## src/rtl/adc_seq_pkg.sv

```systemverilog
package adc_seq_pkg;

  typedef enum logic [1:0] {
    MODE_SINGLE = 2'b00,
    MODE_FREE   = 2'b01,
    MODE_AUTO   = 2'b10
  } mode_e;

  typedef enum logic [2:0] {
    S_IDLE, S_WARM, S_READY, S_AMP, S_SETUP, S_CONV, S_TRACK
  } seq_state_e;

  function automatic int unsigned track_ticks(input logic [1:0] sel, input logic diff);
    int unsigned base;
    base = (32'(sel) + 32'd1) * 32'd4;
    return diff ? base * 32'd2 : base;
  endfunction

  function automatic int unsigned amp_ticks(input logic [1:0] sel);
    return (32'(sel) + 32'd2) * 32'd2;
  endfunction

endpackage

```

## src/rtl/adc_trig_sync.sv

```systemverilog
module adc_trig_sync #(
  parameter int STAGES = 3
) (
  input  logic clk,
  input  logic rst,
  input  logic trig,
  output logic req
);
  logic              trig_d;
  logic [STAGES-1:0] pipe;
  logic              rise;

  assign rise = trig & ~trig_d;
  assign req  = pipe[STAGES-1];

  always_ff @(posedge clk) begin
    if (rst) begin
      trig_d <= 1'b0;
      pipe   <= '0;
    end else begin
      trig_d <= trig;
      pipe   <= {pipe[STAGES-2:0], rise};
    end
  end

  // a synchronized trigger is a single-cycle request
  a_r9_one_shot: assert property (@(posedge clk) disable iff (rst)
    req |=> !req);
endmodule

```

## src/rtl/adc_irq_flag.sv

```systemverilog
module adc_irq_flag (
  input  logic clk,
  input  logic rst,
  input  logic set,
  input  logic clr,
  output logic flag
);
  always_ff @(posedge clk) begin
    if (rst)      flag <= 1'b0;
    else if (set) flag <= 1'b1;
    else if (clr) flag <= 1'b0;
  end

  // the flag drops only on a clear without a concurrent completion
  a_r11_sticky: assert property (@(posedge clk) disable iff (rst)
    $fell(flag) |-> ($past(clr) && !$past(set)));
endmodule

```

## src/rtl/adc_seq_core.sv

```systemverilog
module adc_seq_core
  import adc_seq_pkg::*;
#(
  parameter int STARTUP_TICKS = 4,
  parameter int SETUP_TICKS   = 2,
  parameter int CONV_TICKS    = 11,
  parameter int CNT_W         = 8
) (
  input  logic       clk,
  input  logic       rst,
  input  logic       enable,
  input  logic       adc_tick,
  input  logic [1:0] mode,
  input  logic       diff_chan,
  input  logic [1:0] track_sel,
  input  logic       req,
  output logic       start_bit,
  output logic       sample_strobe,
  output logic       conv_busy,
  output logic       result_wr,
  output logic       done_now
);
  localparam logic [CNT_W-1:0] WARM_LD  = CNT_W'(STARTUP_TICKS - 1);
  localparam logic [CNT_W-1:0] SETUP_LD = CNT_W'(SETUP_TICKS - 1);
  localparam logic [CNT_W-1:0] CONV_LD  = CNT_W'(CONV_TICKS - 1);

  seq_state_e       st;
  logic [CNT_W-1:0] cnt;
  logic             pend_q;
  logic             tick_end;
  logic             chained;
  logic [CNT_W-1:0] amp_ld, trk_ld;
  seq_state_e       launch_st;
  logic [CNT_W-1:0] launch_ld;

  assign tick_end  = adc_tick && (cnt == '0);
  assign done_now  = !rst && enable && (st == S_CONV) && tick_end;
  assign chained   = (mode == MODE_FREE);
  assign amp_ld    = CNT_W'(amp_ticks(track_sel) - 1);
  assign trk_ld    = CNT_W'(track_ticks(track_sel, diff_chan) - 1);
  assign launch_st = diff_chan ? S_AMP : S_SETUP;
  assign launch_ld = diff_chan ? amp_ld : SETUP_LD;

  always_ff @(posedge clk) begin
    if (rst || !enable) begin
      st            <= S_IDLE;
      cnt           <= '0;
      pend_q        <= 1'b0;
      start_bit     <= 1'b0;
      sample_strobe <= 1'b0;
      conv_busy     <= 1'b0;
      result_wr     <= 1'b0;
    end else begin
      sample_strobe <= 1'b0;
      result_wr     <= 1'b0;
      if (req) begin
        start_bit <= 1'b1;
        if (st == S_CONV) pend_q <= 1'b1;
      end
      case (st)
        S_IDLE: begin
          st  <= S_WARM;
          cnt <= WARM_LD;
        end
        S_WARM: if (adc_tick) begin
          if (tick_end) st <= S_READY;
          else          cnt <= cnt - 1'b1;
        end
        S_READY: if (start_bit) begin
          st  <= launch_st;
          cnt <= launch_ld;
        end
        S_AMP: if (adc_tick) begin
          if (tick_end) begin
            st  <= S_SETUP;
            cnt <= SETUP_LD;
          end else cnt <= cnt - 1'b1;
        end
        S_SETUP: if (adc_tick) begin
          if (tick_end) begin
            st            <= S_CONV;
            cnt           <= CONV_LD;
            sample_strobe <= 1'b1;
            conv_busy     <= 1'b1;
          end else cnt <= cnt - 1'b1;
        end
        S_CONV: if (adc_tick) begin
          if (tick_end) begin
            st        <= S_TRACK;
            cnt       <= trk_ld;
            conv_busy <= 1'b0;
            result_wr <= 1'b1;
            if (!chained) begin
              start_bit <= pend_q | req;
              pend_q    <= 1'b0;
            end
          end else cnt <= cnt - 1'b1;
        end
        S_TRACK: if (adc_tick) begin
          if (tick_end) begin
            st  <= start_bit ? launch_st : S_READY;
            cnt <= launch_ld;
          end else cnt <= cnt - 1'b1;
        end
        default: st <= S_IDLE;
      endcase
    end
  end

  // Assertion-only tick counter across the busy window
  logic [CNT_W-1:0] a_busy_ticks;
  always_ff @(posedge clk) begin
    if (rst || !conv_busy) a_busy_ticks <= '0;
    else if (adc_tick)     a_busy_ticks <= a_busy_ticks + 1'b1;
  end

  // a result write closes a busy window of exactly CONV_TICKS ticks
  a_r3_conv_len: assert property (@(posedge clk) disable iff (rst)
    result_wr |-> (a_busy_ticks == CNT_W'(CONV_TICKS)));
  // the strobe opens the busy window
  a_r3_sample_busy: assert property (@(posedge clk) disable iff (rst)
    sample_strobe |-> conv_busy);
  // the start bit falls only at a completion or on disable
  a_r5_start_clear: assert property (@(posedge clk) disable iff (rst)
    $fell(start_bit) |-> (result_wr || !$past(enable)));
  // disable idles the block one cycle later
  a_r12_abort: assert property (@(posedge clk) disable iff (rst)
    !$past(enable) |-> (!conv_busy && !start_bit && !result_wr));
endmodule

```

## src/rtl/adc_seq_ctrl.sv

```systemverilog
module adc_seq_ctrl
  import adc_seq_pkg::*;
#(
  parameter int STARTUP_TICKS = 4,
  parameter int SETUP_TICKS   = 2,
  parameter int CONV_TICKS    = 11,
  parameter int SYNC_STAGES   = 3,
  parameter int CNT_W         = 8
) (
  input  logic       clk,
  input  logic       rst,
  input  logic       enable,
  input  logic       adc_tick,
  input  logic [1:0] mode,
  input  logic       diff_chan,
  input  logic [1:0] track_sel,
  input  logic       sw_start,
  input  logic       auto_trig,
  input  logic       irq_clr,
  output logic       start_bit,
  output logic       sample_strobe,
  output logic       conv_busy,
  output logic       result_wr,
  output logic       irq_flag
);
  logic trig_req, req, done_now;

  adc_trig_sync #(.STAGES(SYNC_STAGES)) u_sync (
    .clk(clk), .rst(rst), .trig(auto_trig), .req(trig_req)
  );

  assign req = sw_start | (trig_req && (mode == MODE_AUTO));

  adc_seq_core #(
    .STARTUP_TICKS(STARTUP_TICKS), .SETUP_TICKS(SETUP_TICKS),
    .CONV_TICKS(CONV_TICKS), .CNT_W(CNT_W)
  ) u_core (
    .clk(clk), .rst(rst), .enable(enable), .adc_tick(adc_tick),
    .mode(mode), .diff_chan(diff_chan), .track_sel(track_sel), .req(req),
    .start_bit(start_bit), .sample_strobe(sample_strobe),
    .conv_busy(conv_busy), .result_wr(result_wr), .done_now(done_now)
  );

  adc_irq_flag u_irq (
    .clk(clk), .rst(rst), .set(done_now), .clr(irq_clr), .flag(irq_flag)
  );

  // flag and result write appear together
  a_r4_irq_with_wr: assert property (@(posedge clk) disable iff (rst)
    result_wr |-> irq_flag);
endmodule

```

## config.mk

```make
export PLATFORM = sky130hd
export DESIGN_NAME = adc_seq_ctrl
export DESIGN_NICKNAME = d
export VERILOG_FILES = /design/src/rtl/adc_seq_pkg.sv /design/src/rtl/adc_trig_sync.sv /design/src/rtl/adc_irq_flag.sv /design/src/rtl/adc_seq_core.sv /design/src/rtl/adc_seq_ctrl.sv
export SDC_FILE = /design/constraint.sdc
export NUM_CORES = 1
export LEC_CHECK = 0
export ABC_AREA = 1
export BUFFER_PORTS_ARGS = -buffer_cell sky130_fd_sc_hd__buf_2
export CAP_MARGIN = 20
export CORE_MARGIN = 4
export CORE_UTILIZATION = 62
export DETAILED_ROUTE_END_ITERATION = 16
export PLACE_DENSITY = 0.84
export SETUP_SLACK_MARGIN = 0.4
export SLEW_MARGIN = 10
export SYNTH_ARGS = -nofsm -noshare
export SYNTH_HDL_FRONTEND = slang
export SYNTH_SLANG_ARGS = --single-unit
```

## constraint.sdc

```tcl
create_clock -name clk -period 3.6 [get_ports clk]
set_input_delay 0.54 -clock clk [delete_from_list [all_inputs] [get_ports clk]]
set_output_delay 0.54 -clock clk [all_outputs]
set_load 0.01 [all_outputs]
```

==> metrics.md <==
| Metric | Value |
|---|---|
| Outcome | `complete, no violations` |
| DRT antenna net count | `0` |
| CP Depth | `9` |
| Slowest stage delay, CP | `~0.64 ns` |
| Layout Utilization | `70.9%` |
| DIE WIDTH | `~58 um` |
| Core Area | `2300 sq um` |
| Synth Warn # | `0` |
| Crit-path leading delay family | `simple AND/OR/NAND/NOR gates` |
| Layout Cells excl Fill | `around 280` |
| Buffers on Ports | `16` |
| Post-Synthesis Mean Instance Area | `between 6 and 7 sq um` |
| H-tree level count | `1` |
| Crit-path max FO | `11` |
| Minimum hold slack | `around 0.40 ns` |
| CTS tree | `yes` |
| Area contributors post-synth | `dfxtp_1 (27%), nand2_1 (15%), inv_1 (7.3%)` |
| DRC viols | `0` |
| Synth async-reset ratio | `0%` |
| Final Worst Setup Slack | `1.76 ns` |
| Initial core utilization | `67.0%` |
| Reg2reg path depth | `9` |
| Crit start category | `flop` |
| CTS resizes | `0` |
| Cell area after synthesis | `1540 sq um` |
| Diode count | `0` |
| Initial detailed-routing violation count | `83` |
| Setup TNS | `0 ns` |
| Top Ports | `17` |
| Final Setup Violations | `0` |
| Most frequent cells in the layout | `nand2_1 (62), inv_1 (30), nor2_1 (27)` |
| Routability cong. | `0.940` |
| DP Area | `1600 sq um` |
| Deepest clock path buffer count | `2` |
| Initial antenna violation count | `0` |
| Slew Limit Headroom | `68.1%` |
| Clock Sink Count | `21` |
| First-pass GRT wire length | `6020 um` |
| Router iterations before antenna repair | `4` |
| Total congestion overflow | `0` |
| Routed WL | `3400 um` |
| GRT Total Usage | `a little under a quarter` |
| Worst Hold Class | `reg -> reg` |
| Leak | `0.855 nW` |
| Data arrival, critical path | `2.07 ns` |
| VDD IR-drop max | `0.359 mV` |
| Post-layout min period | `1.84 ns` |
| Final #Nets | `270` |
| DR WL/cell | `12.2 um` |
| DR vias | `between 1000 and 1500` |
| Register area share after synthesis | `about 27%` |
| Fillers | `209` |
| Clock latency on the worst-skew pair | `0.32 ns` |
| Top cell type's share of synthesized area | `a little over a quarter` |
| Synth Flop Type | `dfxtp_1` |
| Largest net degree at the start of global routing | `13` |
| Slowest cell on crit path | `dfxtp_1` |
| Cell Pwr Density | `415 nW/um^2` |
| Area leader, netlist | `dfxtp_1` |
| CTS Hold Bufs | `0` |
| Vias per cell | `5.29` |
| F_max | `between 500 and 600 MHz` |
| Vias in the first global route | `1407` |
| Worst Path Required | `~3.8 ns` |
| Max-cap violations | `0` |
| Unrepaired setup endpoints after global routing | `no` |
| Worst-path cell chain | `inv_2, nand2_1, nor2_2, a22oi_4, nand2_2, nor2_2, nand2_1, nor2_1, nor2_1` |
| Leading cell type in the layout, fill and taps excluded | `nand2_1` |
| Syn nets | `255` |
| Finished Cell Area | `between 1500 and 2000 sq um` |
| Worst setup path class | `reg -> reg` |
| Die Area | `3350 sq um` |
| Fraction of layout cells with a size suffix above 1 | `between 10% and 20%` |
| Final hold violations | `0` |
| Synth Instances | `237` |
| Final Power | `between 0.6 and 0.7 mW` |
| Final Skew | `0.00609 ns` |
| Final Max Tran Viols | `0` |
| Post-DP HPWL | `approximately 2600 um` |
| Post-CTS setup buffer count | `0` |
| Crit. End Element | `flop` |
| Clk root buf | `clkbuf_4` |
| Yosys cell types | `31` |
| # rows | `17` |
| Hold Path Depth | `1` |
| CP bufs+invs | `1` |
| Area growth syn-to-layout | `5.77%` |
| Worst-path clk slew | `0.13 ns` |
| Worst slack, placed | `1.58 ns` |
| Die height | `57.8 um` |
| Least-Margin Pin Slew | `0.477 ns` |
| Post-synth EDFFs | `0` |
| Final Cycle Share | `51.0%` |
| DP Cell Count | `about 280` |
| TritonCTS Buffers | `3` |
| Synthesized flop and latch total | `21` |
==> registers in the layout (all words and copies together), names as in the netlist <==
| register | flops |
|---|---|
| u_core.result_wr | 1 |
| u_core.sample_strobe | 1 |
| u_sync.pipe | 3 |
| u_irq.flag | 1 |
| u_core.conv_busy | 1 |
| u_core.cnt | 8 |
| u_sync.trig_d | 1 |
| u_core.pend_q | 1 |
| u_core.st | 3 |
| u_core.start_bit | 1 |
==> worst paths after layout <==
kind	start	endpoint	slack, ns
worst max-delay path	u_core.st[0]$_SDFFE_PP0P_	u_core.cnt[0]$_SDFFE_PP0P_	1.76
worst max register to register	u_core.st[0]$_SDFFE_PP0P_	u_core.cnt[0]$_SDFFE_PP0P_	1.76
worst min register to register	u_sync.trig_d$_SDFF_PP0_	u_sync.pipe[0]$_SDFF_PP0_	0.40
worst min-delay path	u_sync.trig_d$_SDFF_PP0_	u_sync.pipe[0]$_SDFF_PP0_	0.40
==> cells in the mapped netlist (5+ instances only) <==
cell type,number
dfxtp_1,21
nand3_1,11
ha_1,6
inv_1,30
xor2_1,6
o21ai_0,10
nand2_1,62
a21oi_1,12
nor2_2,5
nor2_1,27
nand4_1,5
==> layer usage <==
metal  vias to the layer above  routed length (um)  GRT usage, %
met4                         0                 103          10.6
met1                       637                1600          30.5
met5                         -                   0             0
li1                        783                   -             -
met3                        10                 211          3.34
met2                        45                1490          36.0
==> kinds of logic after synthesis <==
| logic type | Yosys count | share of synthesized area (%) |
|---|---|---|
| AO/OA/AOI/OAI | 35 | 13.6 |
| XOR/XNOR | 6 | 3.41 |
| adder cells (fa/ha/maj) | 6 | 4.87 |
| buffers and inverters | 41 | 12.2 |
| flip-flops | 21 | 27.3 |
| AND/OR/NAND/NOR | 128 | 38.7 |
==> where the power goes <==
group / internal (mW) / switching, mW / leakage (nW)
clock: 0.0417 / 0.0802 / 0.0177
sequential: 0.248 / 0.0228 / 0.171
combinational: 0.0990 / 0.185 / 0.667
total: 0.389 / 0.288 / 0.855
==> final cells by class <==
type / instances / area, sq um / share of cell area (%)
clock buffers: 3 / 22.5 / 1.38
well taps: 28 / 35.0 / 2.15
multi-input cells: 175 / 932 / 57.2
repair buffers: 16 / 80.1 / 4.92
clock inverters: 1 / 5.00 / 0.307
flip-flops and latches: 21 / 420 / 25.8
inverters: 35 / 134 / 8.22
(Power assumes the default switching activity.)
